**config.mk**
```make
export PLATFORM = sky130hd
export DESIGN_NAME = int_exec_unit
export DESIGN_NICKNAME = d
export VERILOG_FILES = /design/src/rtl/iex_pkg.sv /design/src/rtl/iex_operand_sel.sv /design/src/rtl/iex_addsub.sv /design/src/rtl/iex_compare.sv /design/src/rtl/iex_logic_shift.sv /design/src/rtl/iex_move_pred.sv /design/src/rtl/int_exec_unit.sv
export SDC_FILE = /design/constraint.sdc
export NUM_CORES = 2
export LEC_CHECK = 0
export CAP_MARGIN = 20
export CELL_PAD_IN_SITES_DETAIL_PLACEMENT = 1
export CELL_PAD_IN_SITES_GLOBAL_PLACEMENT = 1
export CORE_MARGIN = 4
export CORE_UTILIZATION = 39
export DETAILED_ROUTE_END_ITERATION = 10
export GPL_TIMING_DRIVEN = 0
export PLACE_DENSITY_LB_ADDON = 0.1
export SLEW_MARGIN = 20
export SYNTH_ARGS = -nofsm -noshare
export SYNTH_HDL_FRONTEND = slang
export SYNTH_SLANG_ARGS = --single-unit
export TNS_END_PERCENT = 100
```
**constraint.sdc**
```tcl
create_clock -name clk -period 5.8 [get_ports clk]
set_input_delay 1.16 -clock clk [delete_from_list [all_inputs] [get_ports clk]]
set_output_delay 1.16 -clock clk [all_outputs]
set_load 0.01 [all_outputs]
```
**src/rtl/iex_pkg.sv**
```systemverilog
package iex_pkg;
  localparam int OP_W = 6;

  typedef enum logic [OP_W-1:0] {
    OP_ADD64    = 6'd0,  OP_SUB64    = 6'd1,  OP_ADD32    = 6'd2,  OP_SUB32    = 6'd3,
    OP_SADD4_64 = 6'd4,  OP_SSUB4_64 = 6'd5,  OP_SADD4_32 = 6'd6,  OP_SSUB4_32 = 6'd7,
    OP_SADD8_64 = 6'd8,  OP_SSUB8_64 = 6'd9,  OP_SADD8_32 = 6'd10, OP_SSUB8_32 = 6'd11,
    OP_CEQ      = 6'd12, OP_CSLE     = 6'd13, OP_CSLT     = 6'd14, OP_CULE     = 6'd15,
    OP_CULT     = 6'd16,
    OP_AND      = 6'd17, OP_ANDN     = 6'd18, OP_OR       = 6'd19, OP_XNOR     = 6'd20,
    OP_ORN      = 6'd21, OP_XOR      = 6'd22,
    OP_SHL      = 6'd23, OP_SHR      = 6'd24, OP_SAR      = 6'd25,
    OP_MV_Z     = 6'd26, OP_MV_NZ    = 6'd27, OP_MV_EVEN  = 6'd28, OP_MV_ODD   = 6'd29,
    OP_MV_GEZ   = 6'd30, OP_MV_GTZ   = 6'd31, OP_MV_LEZ   = 6'd32, OP_MV_LTZ   = 6'd33
  } iex_op_e;

  typedef enum logic [1:0] {
    SC_X1 = 2'd0,
    SC_X4 = 2'd1,
    SC_X8 = 2'd2
  } iex_scale_e;

  typedef enum logic [2:0] {
    CL_ARITH,
    CL_CMP,
    CL_LOGIC,
    CL_MOVE,
    CL_NONE
  } iex_class_e;

  function automatic iex_class_e op_class(logic [OP_W-1:0] o);
    if (o <= OP_SSUB8_32)   return CL_ARITH;
    else if (o <= OP_CULT)  return CL_CMP;
    else if (o <= OP_SAR)   return CL_LOGIC;
    else if (o <= OP_MV_LTZ) return CL_MOVE;
    else                    return CL_NONE;
  endfunction
endpackage

```
**src/rtl/iex_operand_sel.sv**
```systemverilog
module iex_operand_sel #(
  parameter int DATA_W = 64,
  parameter int IDX_W  = 5,
  parameter int LIT_W  = 8
) (
  input  logic [IDX_W-1:0]  a_idx,
  input  logic [DATA_W-1:0] a_data,
  input  logic [IDX_W-1:0]  b_idx,
  input  logic [DATA_W-1:0] b_data,
  input  logic              lit_en,
  input  logic [LIT_W-1:0]  lit,
  output logic [DATA_W-1:0] a_val,
  output logic [DATA_W-1:0] b_val
);
  // The all-ones index is the hard-wired zero register.
  localparam logic [IDX_W-1:0] ZERO_IDX = '1;

  logic [DATA_W-1:0] b_reg;

  always_comb begin
    a_val = (a_idx == ZERO_IDX) ? '0 : a_data;
    b_reg = (b_idx == ZERO_IDX) ? '0 : b_data;
    b_val = lit_en ? {{(DATA_W-LIT_W){1'b0}}, lit} : b_reg;
  end
endmodule

```
**src/rtl/iex_addsub.sv**
```systemverilog
module iex_addsub #(
  parameter int DATA_W = 64
) (
  input  logic [iex_pkg::OP_W-1:0] op,
  input  logic [DATA_W-1:0]        a,
  input  logic [DATA_W-1:0]        b,
  output logic [DATA_W-1:0]        res
);
  import iex_pkg::*;
  localparam int HALF = DATA_W / 2;

  iex_scale_e        scale;
  logic [DATA_W-1:0] a_sc;
  logic [DATA_W-1:0] raw;

  always_comb begin
    scale = iex_scale_e'(op[3:2]);
    case (scale)
      SC_X4:   a_sc = a << 2;
      SC_X8:   a_sc = a << 3;
      default: a_sc = a;
    endcase
    raw = op[0] ? (a_sc - b) : (a_sc + b);
    res = op[1] ? {{HALF{raw[HALF-1]}}, raw[HALF-1:0]} : raw;
  end
endmodule

```
**src/rtl/iex_compare.sv**
```systemverilog
module iex_compare #(
  parameter int DATA_W = 64
) (
  input  logic [iex_pkg::OP_W-1:0] op,
  input  logic [DATA_W-1:0]        a,
  input  logic [DATA_W-1:0]        b,
  output logic [DATA_W-1:0]        res
);
  import iex_pkg::*;

  logic eq;
  logic slt;
  logic ult;
  logic hit;

  always_comb begin
    eq  = (a == b);
    slt = ($signed(a) < $signed(b));
    ult = (a < b);
    case (op)
      OP_CEQ:  hit = eq;
      OP_CSLE: hit = slt | eq;
      OP_CSLT: hit = slt;
      OP_CULE: hit = ult | eq;
      OP_CULT: hit = ult;
      default: hit = 1'b0;
    endcase
    res = {{(DATA_W-1){1'b0}}, hit};
  end
endmodule

```
**src/rtl/iex_logic_shift.sv**
```systemverilog
module iex_logic_shift #(
  parameter int DATA_W = 64
) (
  input  logic [iex_pkg::OP_W-1:0] op,
  input  logic [DATA_W-1:0]        a,
  input  logic [DATA_W-1:0]        b,
  output logic [DATA_W-1:0]        res
);
  import iex_pkg::*;
  localparam int SH_W = $clog2(DATA_W);

  logic [SH_W-1:0] sh;

  always_comb begin
    sh = b[SH_W-1:0];
    case (op)
      OP_AND:  res = a & b;
      OP_ANDN: res = a & ~b;
      OP_OR:   res = a | b;
      OP_XNOR: res = ~(a ^ b);
      OP_ORN:  res = a | ~b;
      OP_XOR:  res = a ^ b;
      OP_SHL:  res = a << sh;
      OP_SHR:  res = a >> sh;
      OP_SAR:  res = DATA_W'($signed(a) >>> sh);
      default: res = '0;
    endcase
  end
endmodule

```
**src/rtl/iex_move_pred.sv**
```systemverilog
module iex_move_pred #(
  parameter int DATA_W = 64
) (
  input  logic [iex_pkg::OP_W-1:0] op,
  input  logic [DATA_W-1:0]        a,
  output logic                     take
);
  import iex_pkg::*;

  logic zero;
  logic neg;

  always_comb begin
    zero = (a == '0);
    neg  = a[DATA_W-1];
    case (op)
      OP_MV_Z:    take = zero;
      OP_MV_NZ:   take = !zero;
      OP_MV_EVEN: take = !a[0];
      OP_MV_ODD:  take = a[0];
      OP_MV_GEZ:  take = !neg;
      OP_MV_GTZ:  take = !neg && !zero;
      OP_MV_LEZ:  take = neg || zero;
      OP_MV_LTZ:  take = neg;
      default:    take = 1'b0;
    endcase
  end
endmodule

```
**src/rtl/int_exec_unit.sv**
```systemverilog
module int_exec_unit #(
  parameter int DATA_W = 64,
  parameter int IDX_W  = 5,
  parameter int LIT_W  = 8
) (
  input  logic                     clk,
  input  logic                     rst,
  input  logic                     in_valid,
  output logic                     in_ready,
  input  logic [iex_pkg::OP_W-1:0] in_op,
  input  logic [IDX_W-1:0]         in_a_idx,
  input  logic [DATA_W-1:0]        in_a_data,
  input  logic [IDX_W-1:0]         in_b_idx,
  input  logic [DATA_W-1:0]        in_b_data,
  input  logic                     in_lit_en,
  input  logic [LIT_W-1:0]         in_lit,
  output logic                     out_valid,
  input  logic                     out_ready,
  output logic [DATA_W-1:0]        out_result,
  output logic                     out_wr_en
);
  import iex_pkg::*;
  localparam int HALF = DATA_W / 2;

  logic [DATA_W-1:0] a_val, b_val;
  logic [DATA_W-1:0] arith_res, cmp_res, ls_res;
  logic              mv_take;
  iex_class_e        cls;
  logic [DATA_W-1:0] nxt_res;
  logic              nxt_we;
  logic              fire;

  iex_operand_sel #(.DATA_W(DATA_W), .IDX_W(IDX_W), .LIT_W(LIT_W)) u_opsel (
    .a_idx(in_a_idx), .a_data(in_a_data), .b_idx(in_b_idx), .b_data(in_b_data),
    .lit_en(in_lit_en), .lit(in_lit), .a_val(a_val), .b_val(b_val)
  );

  iex_addsub #(.DATA_W(DATA_W)) u_addsub (
    .op(in_op), .a(a_val), .b(b_val), .res(arith_res)
  );

  iex_compare #(.DATA_W(DATA_W)) u_cmp (
    .op(in_op), .a(a_val), .b(b_val), .res(cmp_res)
  );

  iex_logic_shift #(.DATA_W(DATA_W)) u_ls (
    .op(in_op), .a(a_val), .b(b_val), .res(ls_res)
  );

  iex_move_pred #(.DATA_W(DATA_W)) u_mv (
    .op(in_op), .a(a_val), .take(mv_take)
  );

  always_comb begin
    cls = op_class(in_op);
    case (cls)
      CL_ARITH: begin nxt_res = arith_res; nxt_we = 1'b1;    end
      CL_CMP:   begin nxt_res = cmp_res;   nxt_we = 1'b1;    end
      CL_LOGIC: begin nxt_res = ls_res;    nxt_we = 1'b1;    end
      CL_MOVE:  begin nxt_res = b_val;     nxt_we = mv_take; end
      default:  begin nxt_res = '0;        nxt_we = 1'b0;    end
    endcase
  end

  assign in_ready = !out_valid || out_ready;
  assign fire     = in_valid && in_ready;

  always_ff @(posedge clk) begin
    if (rst) begin
      out_valid  <= 1'b0;
      out_result <= '0;
      out_wr_en  <= 1'b0;
    end else if (fire) begin
      out_valid  <= 1'b1;
      out_result <= nxt_res;
      out_wr_en  <= nxt_we;
    end else if (out_ready) begin
      out_valid  <= 1'b0;
    end
  end

  // Helper flags for the checks below.
  logic fire_long, fire_cmp, fire_plain;
  always_comb begin
    fire_long  = fire && (cls == CL_ARITH) && in_op[1];
    fire_cmp   = fire && (cls == CL_CMP);
    fire_plain = fire && (cls == CL_ARITH || cls == CL_CMP || cls == CL_LOGIC);
  end

  p_fire_r9: assert property (@(posedge clk) disable iff (rst)
    fire |=> out_valid);

  p_drain_r9: assert property (@(posedge clk) disable iff (rst)
    (!fire && out_ready) |=> !out_valid);

  p_hold_r10: assert property (@(posedge clk) disable iff (rst)
    (out_valid && !out_ready) |=> (out_valid && $stable(out_result) && $stable(out_wr_en)));

  p_stall_r10: assert property (@(posedge clk) disable iff (rst)
    (out_valid && !out_ready) |-> !in_ready);

  p_sext_r2: assert property (@(posedge clk) disable iff (rst)
    fire_long |=> (out_result[DATA_W-1:HALF] == {HALF{out_result[HALF-1]}}));

  p_cmp01_r3: assert property (@(posedge clk) disable iff (rst)
    fire_cmp |=> (out_result[DATA_W-1:1] == '0));

  p_wren_r6: assert property (@(posedge clk) disable iff (rst)
    fire_plain |=> out_wr_en);
endmodule

```
==> results of run 1 <==
==> layer usage <==
layer,global-route usage (%),GRT overflow
met5,31.22,0
met4,68.63,5
met3,58.45,1
met2,88.38,4
met1,77.52,0
==> synthesized netlist by cell type, drive strengths merged (15+ instances only) <==
| cell | n | area, um2 |
|---|---|---|
| nand2 | 424 | 1602 |
| a22o | 15 | 131.4 |
| o22ai | 87 | 581.8 |
| buf | 139 | 705.7 |
| and3 | 28 | 175.2 |
| nor4 | 38 | 244.0 |
| inv | 63 | 236.5 |
| o311ai | 17 | 148.9 |
| xnor2 | 148 | 1296 |
| o211ai | 83 | 623.1 |
| nand3 | 117 | 585.6 |
| o21a | 29 | 217.7 |
| xor2 | 48 | 420.4 |
| a211oi | 93 | 713.2 |
| nor2b | 15 | 93.84 |
| o221ai | 34 | 297.8 |
| a311oi | 26 | 227.7 |
| nand4 | 52 | 325.3 |
| o2111ai | 33 | 289.0 |
| and2 | 61 | 381.6 |
| o21bai | 16 | 120.1 |
| o31ai | 28 | 210.2 |
| o21ai | 323 | 1617 |
| nor3 | 94 | 475.5 |
| a21oi | 400 | 2028 |
| a31oi | 58 | 362.9 |
| nor2 | 379 | 1428 |
| ha | 144 | 1802 |
| a21o | 58 | 435.4 |
| a221oi | 30 | 262.8 |
| mux2i | 160 | 1618 |
| mux2 | 27 | 304.0 |
| dfxtp | 66 | 1321 |
| a21boi | 19 | 142.6 |
| a32oi | 33 | 289.0 |
| a2111oi | 28 | 245.2 |
| clkbuf | 244 | 918.4 |
| or3 | 25 | 156.4 |
| a22oi | 107 | 808.3 |
==> timing repair <==
action | in CTS
endpoints found under the setup margin | 64
hold buffers | 0
gates cloned | 1
pin swaps | 88
gates resized for setup | 550
setup buffers | 89
==> through the flow <==
step	utilization (%)	hold WS, ps
2_1_floorplan	-	481.9
3_3_place_gp	44.22	434.1
3_5_place_dp	44.49	465.9
4_1_cts	48.72	483.8
==> logic make-up after synthesis <==
group | share of synthesized area [%]
AOI/OAI and AO/OA | 43.09
muxes | 7.626
and+or+nand+nor | 23.18
buffers and inverters | 7.257
xor gates and xnor gates | 6.656
DFF | 5.123
adders and majority gates | 7.063
==> key figures, run 1 <==
CTS
  • H-tree levels: 3
  • TritonCTS Buffers: 9
  • Clock Tree Root: clkbuf_16
  • CTS Buffer Depth: 2
  • Clock sink count: 66

Yosys
  • Syn Std Cell Area: 25,790 um2
  • Yosys reg bits: 66
  • Sequential fraction of the synthesis area: 5.123%
  • Ys async rst share: 0%
  • Library cells used by synthesis: 101
  • Post-Syn Area per Cell: 6.440 um2
  • Synthesis warning total: 0
  • Gate Count Post-Synth: roughly 4,000
  • Ys flop type: dfxtp_1
  • Syn_nets: 4,307
  • EDFF count, synth: 0

Run status
  • Fail Step: 5_1_grt
  • Error: [ERROR GRT-0116] Global routing finished with congestion. Check the congestion regions in the DRC Viewer.
  • Status: aborted with a tool error

GRT
  • First-pass GRT wire length: 372,800 um
  • Number of global-route vias before repair: 45,519
  • All-Layer GR Usage: 73.99%
  • Largest net degree at the start of global routing: 20
  • Total grt overflow: 10

Floorplan
  • Die width: 265.2 um
  • # IOs: 224
  • Site Rows: 94
  • Die height: 265.2 um
  • Starting Density: 39.30%

Place
  • Input/output buffers: 210
  • Placed Cells: a little over 5,000
  • RePlAce Congestion: 1.370
  • Setup Slack @ Placement: -4864 ps
  • Placed instance area: 29,200 um2
  • DP HPWL: 198,600 um
==> run 2, diff against run 1 <==
CELL_PAD_IN_SITES_DETAIL_PLACEMENT = default   (was 1)
CELL_PAD_IN_SITES_GLOBAL_PLACEMENT = default   (was 1)
CORE_UTILIZATION = 25   (was 39)
PLACE_DENSITY_LB_ADDON = 0.15   (was 0.1)
clock period = 7.54 ns   (was 5.8 ns; I/O delays follow)
==> key figures, run 2 <==
Detailed routing
  • Via Count: slightly above 40,000
  • Number of remaining DRC errors: 0
  • Post-route ant nets: 0
  • Total wire length: between 200,000 and 300,000 um
  • Vias per cell: 7.291
  • First DRT Iteration DRCs: roughly 7,300
  • 1st-pass router iterations: 7
  • Routed len/inst: around 52 um

Critical path
  • Crit path max-delay family: buffers and inverters
  • Crit-path max FO: 37
  • Slowest-stage cell, CP: clkbuf_1
  • Crit Path Category: in2reg
  • Worst-path cell chain: clkdlybuf4s50_1, and4_1, nand2_1, a22o_1, clkbuf_4, clkbuf_2, clkbuf_1, clkbuf_1, nand2_1, o22ai_1, o21ai_0, a31oi_1
  • CP Capture Type: register
  • Startpoint types: input pin
  • CP required: 7880 ps
  • WP data arrival: roughly 8000 ps
  • Bufs and invs on worst path: 5
  • Crit-path max cell delay: between 900 and 1000 ps

STA
  • Setup WS post-layout: -157.6 ps
  • Rel. slew slack: 6.835%
  • Max frequency: 129.9 MHz
  • WHS: around 470 ps
  • Tmin final: 7698 ps
  • Least-Margin Pin Slew: between 1000 and 1500 ps
  • Slew Limit Fails: 0
  • Crit share post-route: 102.1%
  • Finish-stage setup viols: 5
  • Final Hold Viols: 0
  • Clk_skew: 14.67 ps

Final layout
  • Max FFs per register: 64
  • Final Instance Area: between 30,000 and 40,000 um2
  • Final #Nets: 4,572
  • Commonest non-fill, non-tap cell in the layout: nand2_1
  • Most frequent cells in the layout: nand2_1 (416), a21oi_1 (379), nor2_1 (364)
  • Share of layout cells above drive strength 1: about a tenth
  • Biggest register: out_result
  • Layout area overhead: 21.91%
  • Largest registers: out_result x64, out_valid x1, out_wr_en x1

Yosys
  • Synth area leaders: a21oi_1 (7.7%), ha_1 (7.0%), nand2_1 (6.1%)
  • Syn_nets: 4,307 (unchanged)
  • Ys flop type: dfxtp_1
  • Post-Syn Area per Cell: 6.440 um2 (unchanged)
  • Gate Count Post-Synth: 4,005 (unchanged)
  • Area leader, netlist: a21oi_1
  • EDFF count, synth: 0 (unchanged)
  • Count leader, synth: nand2_1
  • Yosys reg bits: 66 (unchanged)
  • Library cells used by synthesis: 101 (unchanged)
  • Ys async rst share: 0% (unchanged)
  • Synthesis warning total: 0 (unchanged)
  • Syn Std Cell Area: 25,790 um2 (unchanged)
  • Post-synth top area share: 7.704% (unchanged)
  • Sequential fraction of the synthesis area: 5.123% (unchanged)
  • Post-synth top cells: nand2_1 (422), a21oi_1 (397), nor2_1 (377)

Run status
  • Status: finished, violations left
  • Failing checks: setup timing

CTS
  • TritonCTS Buffers: 9 (unchanged)
  • Clock sink count: 66 (unchanged)
  • CTS Hold Bufs: 0 (unchanged)
  • CTS tree: built
  • H-tree levels: 3 (unchanged)
  • CTS clk-pin slew, worst paths: 70 ps
  • CTS Buffer Depth: 2 (unchanged)
  • Clock Tree Root: clkbuf_16
  • Clock Latency Late Sink: 410 ps

GRT
  • First-pass GRT wire length: 378,400 um
  • Number of global-route vias before repair: 37,491
  • Initial antenna violation count: 32
  • Total grt overflow: 0
  • Largest net degree at the start of global routing: 29
  • All-Layer GR Usage: a little over half

Flow run
  • Max Cap Viol: 0

Floorplan
  • Die area: 108,400 um2
  • Die height: 329.2 um (+24%)
  • Core area: around 100,000 um2
  • # IOs: 224 (unchanged)
  • Die width: 329.2 um (+24%)
  • Site Rows: 117 (+24%)
  • Starting Density: 25.28% (-14 points)

Place
  • Input/output buffers: 210 (unchanged)
  • Placed instance area: 30,250 um2 (+3.6%)
  • RePlAce Congestion: 1.140 (-17%)
  • Setup Slack @ Placement: -3399 ps (+1464 ps)
  • DP HPWL: 239,700 um (+21%)

Hold path
  • HP Class: reg2reg

Pwr
  • Cell Pwr Density: 156.1 nW/um2
  • P_leak: ~0.011 uW
  • Maximum VDD drop: 0.1204 mV
  • Total power draw: between 4000 and 5000 uW
-- run 2: metrics by stage --
| stage | utilization, % | instances | TNS [ps] |
|---|---|---|---|
| 4_1_cts | 30.47 | 5640 | 0 |
| 3_5_place_dp | 29.65 | 5624 | -151290 |
| 3_3_place_gp | 29.02 | 5583 | -205050 |
| 6_report | 30.82 | 5667 | -488.2 |
| 5_1_grt | 30.76 | 5644 | -0.4565 |
| 2_1_floorplan | - | 4005 | 0 |
-- run 2: logic make-up after synthesis --
logic type / after synthesis / synth area share (%)
adder cells (fa/ha/maj): 145 / 7.063
AND/OR/NAND/NOR: 1299 / 23.18
AO/OA/AOI/OAI: 1661 / 43.09
multiplexers: 189 / 7.626
buffers and inverters: 449 / 7.257
flip-flops: 66 / 5.123
XOR/XNOR: 196 / 6.656
-- run 2: cell type report --
cell class / instances / area, um2
Inverter: 66 / 256.5
Tap cell: 1368 / 1712
Multi-Input combinational cell: 3490 / 23260
Fill cell: 11623 / 70590
Clock buffer: 12 / 266.5
Buffer: 360 / 1723
Timing Repair Buffer: 277 / 2768
Antenna cell: 24 / 60.06
Sequential cell: 66 / 1321
Clock inverter: 4 / 72.57
-- run 2: per-layer routing --
layer | track usage, % | vias up | wire length (um) | share of wire [%]
met5 | 0.1775 | - | 83 | 0.028
met4 | 48.26 | 12 | 34640 | 12
met3 | 21.21 | 1316 | 36330 | 12
met1 | 59.00 | 20163 | 105300 | 36
li1 | - | 15872 | - | -
met2 | 73.99 | 3954 | 116900 | 40
-- run 2: timing repair --
action,CTS,global route
setup buffers,16,2
resized for setup,134,51
pin swaps,6,1
endpoints found under the setup margin,63,32
-- run 2: where the power goes --
part	switching (uW)	total, uW	internal (uW)
registers	19.2	385	366
logic	2890	3960	1070
clock network	246	563	317
-- run 2: path summary, 6_finish.rpt --
check        depth (start not counted)              to  slack [ps]            from
max                                 12  out_result[33]        -160     in_b_idx[4]
min                                  1  out_result[41]         470  out_result[41]
max reg2reg                          7  out_result[26]        2640       out_valid
min reg2reg                          1  out_result[41]         470  out_result[41]
Power figures use the tool's default switching activity.
